File: config.mk
export PLATFORM = sky130hd
export DESIGN_NAME = pkt_page_alloc
export DESIGN_NICKNAME = d
export VERILOG_FILES = /design/src/rtl/pa_pkg.sv /design/src/rtl/pa_pkt_fifo.sv /design/src/rtl/pa_release_timer.sv /design/src/rtl/pa_page_map.sv /design/src/rtl/pkt_page_alloc.sv
export SDC_FILE = /design/constraint.sdc
export NUM_CORES = 1
export LEC_CHECK = 0
export CAP_MARGIN = 20
export CORE_ASPECT_RATIO = 1.25
export CORE_MARGIN = 5
export CORE_UTILIZATION = 65
export DETAILED_ROUTE_END_ITERATION = 16
export DONT_BUFFER_PORTS = 1
export PLACE_DENSITY = 0.81
export RECOVER_POWER = 25
export SYNTH_ARGS = -nofsm -noshare
export SYNTH_HDL_FRONTEND = slang
export SYNTH_SLANG_ARGS = --single-unit
File: constraint.sdc
create_clock -name clk -period 6 [get_ports clk]
set_clock_uncertainty 0.2 [all_clocks]
set_input_delay 0.6 -clock clk [delete_from_list [all_inputs] [get_ports clk]]
set_output_delay 0.6 -clock clk [all_outputs]
set_load 0.03 [all_outputs]
File: src/rtl/pa_pkg.sv
package pa_pkg;
  localparam int PKT_NUM_W = 7;

  typedef enum logic [2:0] {
    OP_NOP      = 3'd0,
    OP_ALLOC    = 3'd1,
    OP_RESET    = 3'd2,
    OP_RX_DROP  = 3'd3,
    OP_RX_FREE  = 3'd4,
    OP_FREE_PNR = 3'd5,
    OP_TX_ENQ   = 3'd6,
    OP_TX_FLUSH = 3'd7
  } pa_op_e;
endpackage

File: src/rtl/pa_pkt_fifo.sv
module pa_pkt_fifo #(
  parameter int DEPTH = 8,
  parameter int W     = 7
) (
  input  logic         clk,
  input  logic         rst_n,
  input  logic         clr,
  input  logic         push,
  input  logic [W-1:0] din,
  input  logic         pop,
  output logic [W-1:0] head,
  output logic         empty,
  output logic         full
);
  localparam int AW = (DEPTH > 1) ? $clog2(DEPTH) : 1;
  localparam int CW = $clog2(DEPTH + 1);

  logic [W-1:0]  mem [DEPTH];
  logic [AW-1:0] rd_ptr, wr_ptr;
  logic [CW-1:0] count;
  logic          do_push, do_pop;

  assign empty   = (count == '0);
  assign full    = (count == CW'(DEPTH));
  assign do_push = push && !full;
  assign do_pop  = pop && !empty;
  assign head    = empty ? '0 : mem[rd_ptr];

  function automatic logic [AW-1:0] bump(input logic [AW-1:0] p);
    return (p == AW'(DEPTH - 1)) ? '0 : p + AW'(1);
  endfunction

  always_ff @(posedge clk) begin
    if (!rst_n || clr) begin
      rd_ptr <= '0;
      wr_ptr <= '0;
      count  <= '0;
    end else begin
      if (do_push) wr_ptr <= bump(wr_ptr);
      if (do_pop)  rd_ptr <= bump(rd_ptr);
      case ({do_push, do_pop})
        2'b10:   count <= count + CW'(1);
        2'b01:   count <= count - CW'(1);
        default: count <= count;
      endcase
    end
  end

  always_ff @(posedge clk) begin
    if (do_push) mem[wr_ptr] <= din;
  end
endmodule

File: src/rtl/pa_release_timer.sv
module pa_release_timer #(
  parameter int CYCLES = 4
) (
  input  logic clk,
  input  logic rst_n,
  input  logic start,
  output logic busy,
  output logic done
);
  localparam int CW = $clog2(CYCLES + 1);

  logic [CW-1:0] cnt;

  assign busy = (cnt != '0);
  assign done = (cnt == CW'(1));

  always_ff @(posedge clk) begin
    if (!rst_n)     cnt <= '0;
    else if (start) cnt <= CW'(CYCLES);
    else if (busy)  cnt <= cnt - CW'(1);
  end
endmodule

File: src/rtl/pa_page_map.sv
module pa_page_map #(
  parameter int NUM_PAGES = 16,
  parameter int NUM_PKTS  = 8,
  parameter int REQ_W     = 3,
  parameter int PKT_W     = 7
) (
  input  logic             clk,
  input  logic             rst_n,
  input  logic             clr,
  input  logic             alloc_req,
  input  logic [REQ_W:0]   alloc_npg,
  output logic             alloc_ok,
  output logic [PKT_W-1:0] alloc_pkt,
  input  logic             free_req,
  input  logic [PKT_W-1:0] free_pkt,
  output logic [7:0]       free_pages
);
  localparam int MAX_RUN = 1 << REQ_W;
  localparam int MW      = NUM_PAGES + MAX_RUN;
  localparam int PG_W    = (NUM_PAGES > 1) ? $clog2(NUM_PAGES) : 1;
  localparam int SL_W    = (NUM_PKTS > 1) ? $clog2(NUM_PKTS) : 1;

  logic [NUM_PAGES-1:0] used;
  logic [NUM_PKTS-1:0]  slot_used;
  logic [PG_W-1:0]      slot_start [NUM_PKTS];
  logic [REQ_W:0]       slot_len   [NUM_PKTS];

  logic                 fit_found, slot_found, free_hit;
  logic [PG_W-1:0]      fit_start;
  logic [SL_W-1:0]      slot_idx, free_idx;
  logic [MW-1:0]        fit_mask, free_mask;
  logic [NUM_PAGES-1:0] set_bits, clr_bits;

  function automatic logic [MW-1:0] run_mask(input logic [PG_W-1:0] st,
                                             input logic [REQ_W:0]  len);
    return ((MW'(1) << len) - MW'(1)) << st;
  endfunction

  // lowest-addressed contiguous run of free pages
  always_comb begin
    logic [MW-1:0] m;
    fit_found = 1'b0;
    fit_start = '0;
    for (int s = NUM_PAGES - 1; s >= 0; s--) begin
      m = run_mask(PG_W'(s), alloc_npg);
      if (m[MW-1:NUM_PAGES] == '0 && (m[NUM_PAGES-1:0] & used) == '0) begin
        fit_found = 1'b1;
        fit_start = PG_W'(s);
      end
    end
  end

  // lowest unused packet number
  always_comb begin
    slot_found = 1'b0;
    slot_idx   = '0;
    for (int i = NUM_PKTS - 1; i >= 0; i--) begin
      if (!slot_used[i]) begin
        slot_found = 1'b1;
        slot_idx   = SL_W'(i);
      end
    end
  end

  assign alloc_ok  = fit_found && slot_found;
  assign alloc_pkt = PKT_W'(slot_idx);
  assign fit_mask  = run_mask(fit_start, alloc_npg);

  assign free_idx  = free_pkt[SL_W-1:0];
  assign free_hit  = free_req && (free_pkt < PKT_W'(NUM_PKTS)) && slot_used[free_idx];
  assign free_mask = run_mask(slot_start[free_idx], slot_len[free_idx]);

  assign set_bits  = (alloc_req && alloc_ok) ? fit_mask[NUM_PAGES-1:0] : '0;
  assign clr_bits  = free_hit ? free_mask[NUM_PAGES-1:0] : '0;

  assign free_pages = 8'($countones(~used));

  always_ff @(posedge clk) begin
    if (!rst_n || clr) begin
      used      <= '0;
      slot_used <= '0;
    end else begin
      used <= (used | set_bits) & ~clr_bits;
      if (free_hit)              slot_used[free_idx] <= 1'b0;
      if (alloc_req && alloc_ok) slot_used[slot_idx] <= 1'b1;
    end
  end

  always_ff @(posedge clk) begin
    if (alloc_req && alloc_ok) begin
      slot_start[slot_idx] <= fit_start;
      slot_len[slot_idx]   <= alloc_npg;
    end
  end
endmodule

File: src/rtl/pkt_page_alloc.sv
module pkt_page_alloc
  import pa_pkg::*;
#(
  parameter int NUM_PAGES      = 16,
  parameter int NUM_PKTS       = 8,
  parameter int REQ_W          = 3,
  parameter int RELEASE_CYCLES = 4
) (
  input  logic       clk,
  input  logic       rst_n,
  input  logic       cmd_valid,
  output logic       cmd_ready,
  input  logic [7:0] cmd_word,
  input  logic       pnr_we,
  input  logic [6:0] pnr_wdata,
  output logic [6:0] pnr_q,
  output logic [7:0] alloc_result,
  output logic       alloc_irq,
  output logic       busy,
  output logic [15:0] fifo_status,
  output logic [15:0] mem_info,
  input  logic       rxq_in_valid,
  output logic       rxq_in_ready,
  input  logic [6:0] rxq_in_pkt,
  output logic       txq_out_valid,
  input  logic       txq_out_ready,
  output logic [6:0] txq_out_pkt
);
  localparam int PW = PKT_NUM_W;

  logic           acc;
  logic [2:0]     op;
  logic [REQ_W:0] npg;
  logic           is_alloc, is_reset, is_rx_drop, is_rx_free;
  logic           is_free_pnr, is_tx_enq, is_tx_flush;
  logic           rx_empty, rx_full, tx_empty, tx_full;
  logic [PW-1:0]  rx_head, tx_head;
  logic           rel_start, rel_done;
  logic           pend_v;
  logic [PW-1:0]  pend_pkt;
  logic           map_ok;
  logic [PW-1:0]  map_pkt;
  logic [7:0]     free_pages;
  logic [PW-1:0]  pnr;

  assign acc       = cmd_valid && !busy;
  assign cmd_ready = !busy;
  assign op        = cmd_word[7:5];
  assign npg       = {1'b0, cmd_word[REQ_W-1:0]} + (REQ_W+1)'(1);

  assign is_alloc    = acc && (op == OP_ALLOC);
  assign is_reset    = acc && (op == OP_RESET);
  assign is_rx_drop  = acc && (op == OP_RX_DROP);
  assign is_rx_free  = acc && (op == OP_RX_FREE);
  assign is_free_pnr = acc && (op == OP_FREE_PNR);
  assign is_tx_enq   = acc && (op == OP_TX_ENQ);
  assign is_tx_flush = acc && (op == OP_TX_FLUSH);

  pa_pkt_fifo #(.DEPTH(NUM_PKTS), .W(PW)) u_rxq (
    .clk(clk), .rst_n(rst_n), .clr(is_reset),
    .push(rxq_in_valid), .din(rxq_in_pkt),
    .pop(is_rx_drop || is_rx_free),
    .head(rx_head), .empty(rx_empty), .full(rx_full)
  );

  pa_pkt_fifo #(.DEPTH(NUM_PKTS), .W(PW)) u_txq (
    .clk(clk), .rst_n(rst_n), .clr(is_reset || is_tx_flush),
    .push(is_tx_enq), .din(pnr),
    .pop(txq_out_ready),
    .head(tx_head), .empty(tx_empty), .full(tx_full)
  );

  assign rel_start = is_rx_free || is_free_pnr;

  pa_release_timer #(.CYCLES(RELEASE_CYCLES)) u_rel (
    .clk(clk), .rst_n(rst_n), .start(rel_start), .busy(busy), .done(rel_done)
  );

  pa_page_map #(
    .NUM_PAGES(NUM_PAGES), .NUM_PKTS(NUM_PKTS), .REQ_W(REQ_W), .PKT_W(PW)
  ) u_map (
    .clk(clk), .rst_n(rst_n), .clr(is_reset),
    .alloc_req(is_alloc), .alloc_npg(npg),
    .alloc_ok(map_ok), .alloc_pkt(map_pkt),
    .free_req(rel_done && pend_v), .free_pkt(pend_pkt),
    .free_pages(free_pages)
  );

  always_ff @(posedge clk) begin
    if (!rst_n) begin
      pend_v   <= 1'b0;
      pend_pkt <= '0;
    end else if (rel_start) begin
      pend_v   <= is_free_pnr || !rx_empty;
      pend_pkt <= is_free_pnr ? pnr : rx_head;
    end else if (rel_done) begin
      pend_v   <= 1'b0;
    end
  end

  always_ff @(posedge clk) begin
    if (!rst_n) begin
      alloc_result <= '0;
      alloc_irq    <= 1'b0;
      pnr          <= '0;
    end else begin
      alloc_irq <= is_alloc && map_ok;
      if (is_reset)      alloc_result <= '0;
      else if (is_alloc) alloc_result <= map_ok ? {1'b0, map_pkt} : 8'h80;
      if (pnr_we) pnr <= pnr_wdata;
    end
  end

  assign pnr_q         = pnr;
  assign rxq_in_ready  = !rx_full;
  assign txq_out_valid = !tx_empty;
  assign txq_out_pkt   = tx_head;
  assign fifo_status   = {rx_empty, rx_head, tx_empty, tx_head};
  assign mem_info      = {free_pages, 8'(NUM_PAGES)};
endmodule

==> flow_summary.toml <==
[route]
route.vias.total = 11600
vias_per_cell = 6.94
drc = 0
antenna_left = 0
drt_iter0_drc = 1076
firstDrtPassIters = 8
totalWireLength_um = 40800
wl_per_cell_um = 24.4

[power_and_ir_drop]
p_leak_nw = 5.65
power_density_nw_per_um2 = 319
ir_drop_mv = 0.442

[cells_and_area]
areaGrowthSynthToFinish_pct = 8.74
drive_gt1_share_pct = 14.5
final_util_pct = 71.7
antennaDiodeCount = 0
finalNetCount = 1451

[synthesis]
synth.top_cells.by_count = "edfxtp_1 (176), nor2_1 (118), nand2_1 (99), a21oi_1 (79), dfxtp_1 (76)"
synth-compound-area-share_pct = 16.9
yosysMostFrequentCell = "edfxtp_1"
synth_top_area_cell = "edfxtp_1"
post_synth_and_or_nand_nor_area_fraction_pct = 13.9
synthXorXnorAreaFrac_pct = 1.13
synth_top_cell_area_share_pct = 36.1
synth_seq_cells = 252
synth.distinct_cells = 96
yosys_warnings = 0
synth_edf_count = 176
muxShareOfSynthArea_pct = 11.2
synth_fa_ha_area_share_pct = 4.94
synth_area_um2 = 14700
synth_flop_cell = "edfxtp_1"
synth_area_per_cell_um2 = 10.8
synth-seq-area-share_pct = 46.5
synth_top_family_by_area = "compound AO/OA/AOI/OAI gates"
async_reset_ff_share_pct = 0
synthCells = 1359
synthTopCellsByArea = "edfxtp_1 (36%), dfxtp_1 (10%), mux4_2 (6.8%)"

[setup_path]
rrSetupSlack_ps = 960
crit_type = "flop to output pin"
worstPathMaxFanout = 12
slowest_delay_ps = 740
worst-r2r-cell-count = 17
start_kind = "flop"
crit_slowest_cell = "dfxtp_1"
crit_family = "adder cells"
crit_buf_inv = 5
arrival_ps = 4930
r2r_end = "u_map.used[8]"
required_ps = 5200
endpoint_kind = "output pin"
cp-startpoint = "u_map.used[13]"
crit_chain = "clkinv_1, ha_1, fa_1, inv_1, fa_1, inv_1, fa_1, fa_1, ha_1, inv_1, fa_1, xnor2_1, buf_4"
cpMostUsedCell = "fa_1"

[placement]
hpwl_um = 28900
port_buffers = 0
place_congestion = 1.02

[die]
fp.dieH_um = 178
rows = 61
die_w_um = 144
core_area_um2 = 22200
floorplan.initialDensity_pct = 66.0
ioPinCount = 87
dieArea_um2 = 25700

[clock_tree]
cts_buffer_depth = 3
cts_buffers = 24
clock-sinks = 252
htree_levels = 1
ctsHoldBuffers = 8
cts_setup_buffers = 0
cts_resized = 0
tritoncts = "yes"
worstSkewPairLatency_ps = 530
cts_root_buf = "clkbuf_16"
clkSlewWorstSetupHoldPaths_ps = 60

[worst_hold_path]
min_path_type = "primary input to flop"
min_delay_path_depth = 1
hp-start = "rst_n"
hold_end = "pend_pkt[3]"

[global_routing]
grt_pass1_wl_um = 63400
grt_start_max_net_pins = 38
grt.total_usage_pct = 31.9
first_global_vias = 11400
antenna_found_initial = 0
grt-ovfl-total = 0

[timing]
period_share_pct = 95.5
post-route-min-period_ps = 5730
setup-tns-final_ps = 0
fmax_ghz = 0.174
worstMarginPinSlew_ps = 1090
slew_headroom_pct = 27.0
setup_violations = 0
rsz0062_at_grt = "no"
report.final.slew_viol_count = 0
hold_viol = 0

[job]
maxCapViolations = 0

[outcome]
outcome = "finished clean"
-- cells in the final DEF, fill, tap and decap left out, drive strengths merged, types with 39 or more instances in the layout --
| cell | count |
|---|---|
| a21oi | 82 |
| buf | 66 |
| dfxtp | 76 |
| edfxtp | 176 |
| inv | 67 |
| mux2i | 52 |
| mux4 | 44 |
| nand2 | 101 |
| nand3 | 39 |
| nor2 | 122 |
| nor3 | 39 |
| o21ai | 56 |
-- final cells by class --
| cell class | count | area (um^2) |
|---|---|---|
| Multi-Input combinational cell | 949 | 7110 |
| Fill cell | 1526 | 6280 |
| Clock buffer | 29 | 639 |
| Sequential cell | 252 | 6810 |
| Inverter | 69 | 262 |
| Clock inverter | 15 | 154 |
| Timing Repair Buffer | 77 | 604 |
| Tap cell | 283 | 354 |
-- sequential cells by signal, indices dropped and copies added (netlist names), 7 cells and up, named ones only --
name,count
u_map.slot_used,8
u_map.slot_len,32
u_map.slot_start,32
u_map.used,16
u_txq.mem,56
pend_pkt,7
pnr_q,7
u_rxq.mem,56
-- cell families (layout without fill, tap and decap cells) --
family,after synthesis,count (layout)
compound gates,348,348
xor+xnor,15,15
fa+ha+maj,50,50
buf+inv,171,190
flops,252,252
mux,108,108
other cells,2,15
simple gates,413,413
-- per-stage QoR --
step	hold slack (ps)	total power [mW]	cells	setup WS (ps)	cell area [um^2]
after global routing	14.3	5.31	1674	47.3	15900
after detailed placement	281	3.56	1620	399	15100
final	17.2	5.08	1674	269	15900
after CTS	1.19	5.05	1672	326	15900
after floorplan	264	3.19	1372	942	14700
after global placement	274	3.53	1620	395	15100
-- where the power goes --
group	switching [mW]	internal, mW
sequential	0.0728	1.92
clock	0.645	0.854
combinational	1.03	0.563
total	1.74	3.34
-- metal layers --
layer | wire length, um | GRT usage (%) | up-vias
li1 | - | - | 5187
met1 | 15000 | 40.2 | 5543
met2 | 19900 | 53.7 | 689
met3 | 3500 | 4.61 | 192
met4 | 2350 | 15.8 | 0
met5 | 0 | 0 | -
-- worst max-delay path by stage --
stage                                 to  cells past startpoint
after floorplan           u_map.used[12]                     22
after global placement    u_map.used[11]                     19
after detailed placement  u_map.used[11]                     20
after CTS                   mem_info[11]                     13
after global routing        mem_info[11]                     13
final                       mem_info[11]                     13
-- worst reg2reg max path, stage by stage (launching register included) --
cell	delay, ps
dfxtp_1	930
mux4_2	420
mux2i_1	170
buf_4	240
nand2_1	180
nor3_1	370
inv_1	110
ha_1	450
o21ai_0	180
a21oi_1	100
nor2_1	120
o21ai_0	120
a21oi_1	320
nor2_1	70
a21o_1	160
a221o_1	310
or2_2	280
o32ai_1	210
No activity file was read; power rests on OpenSTA's default activity.
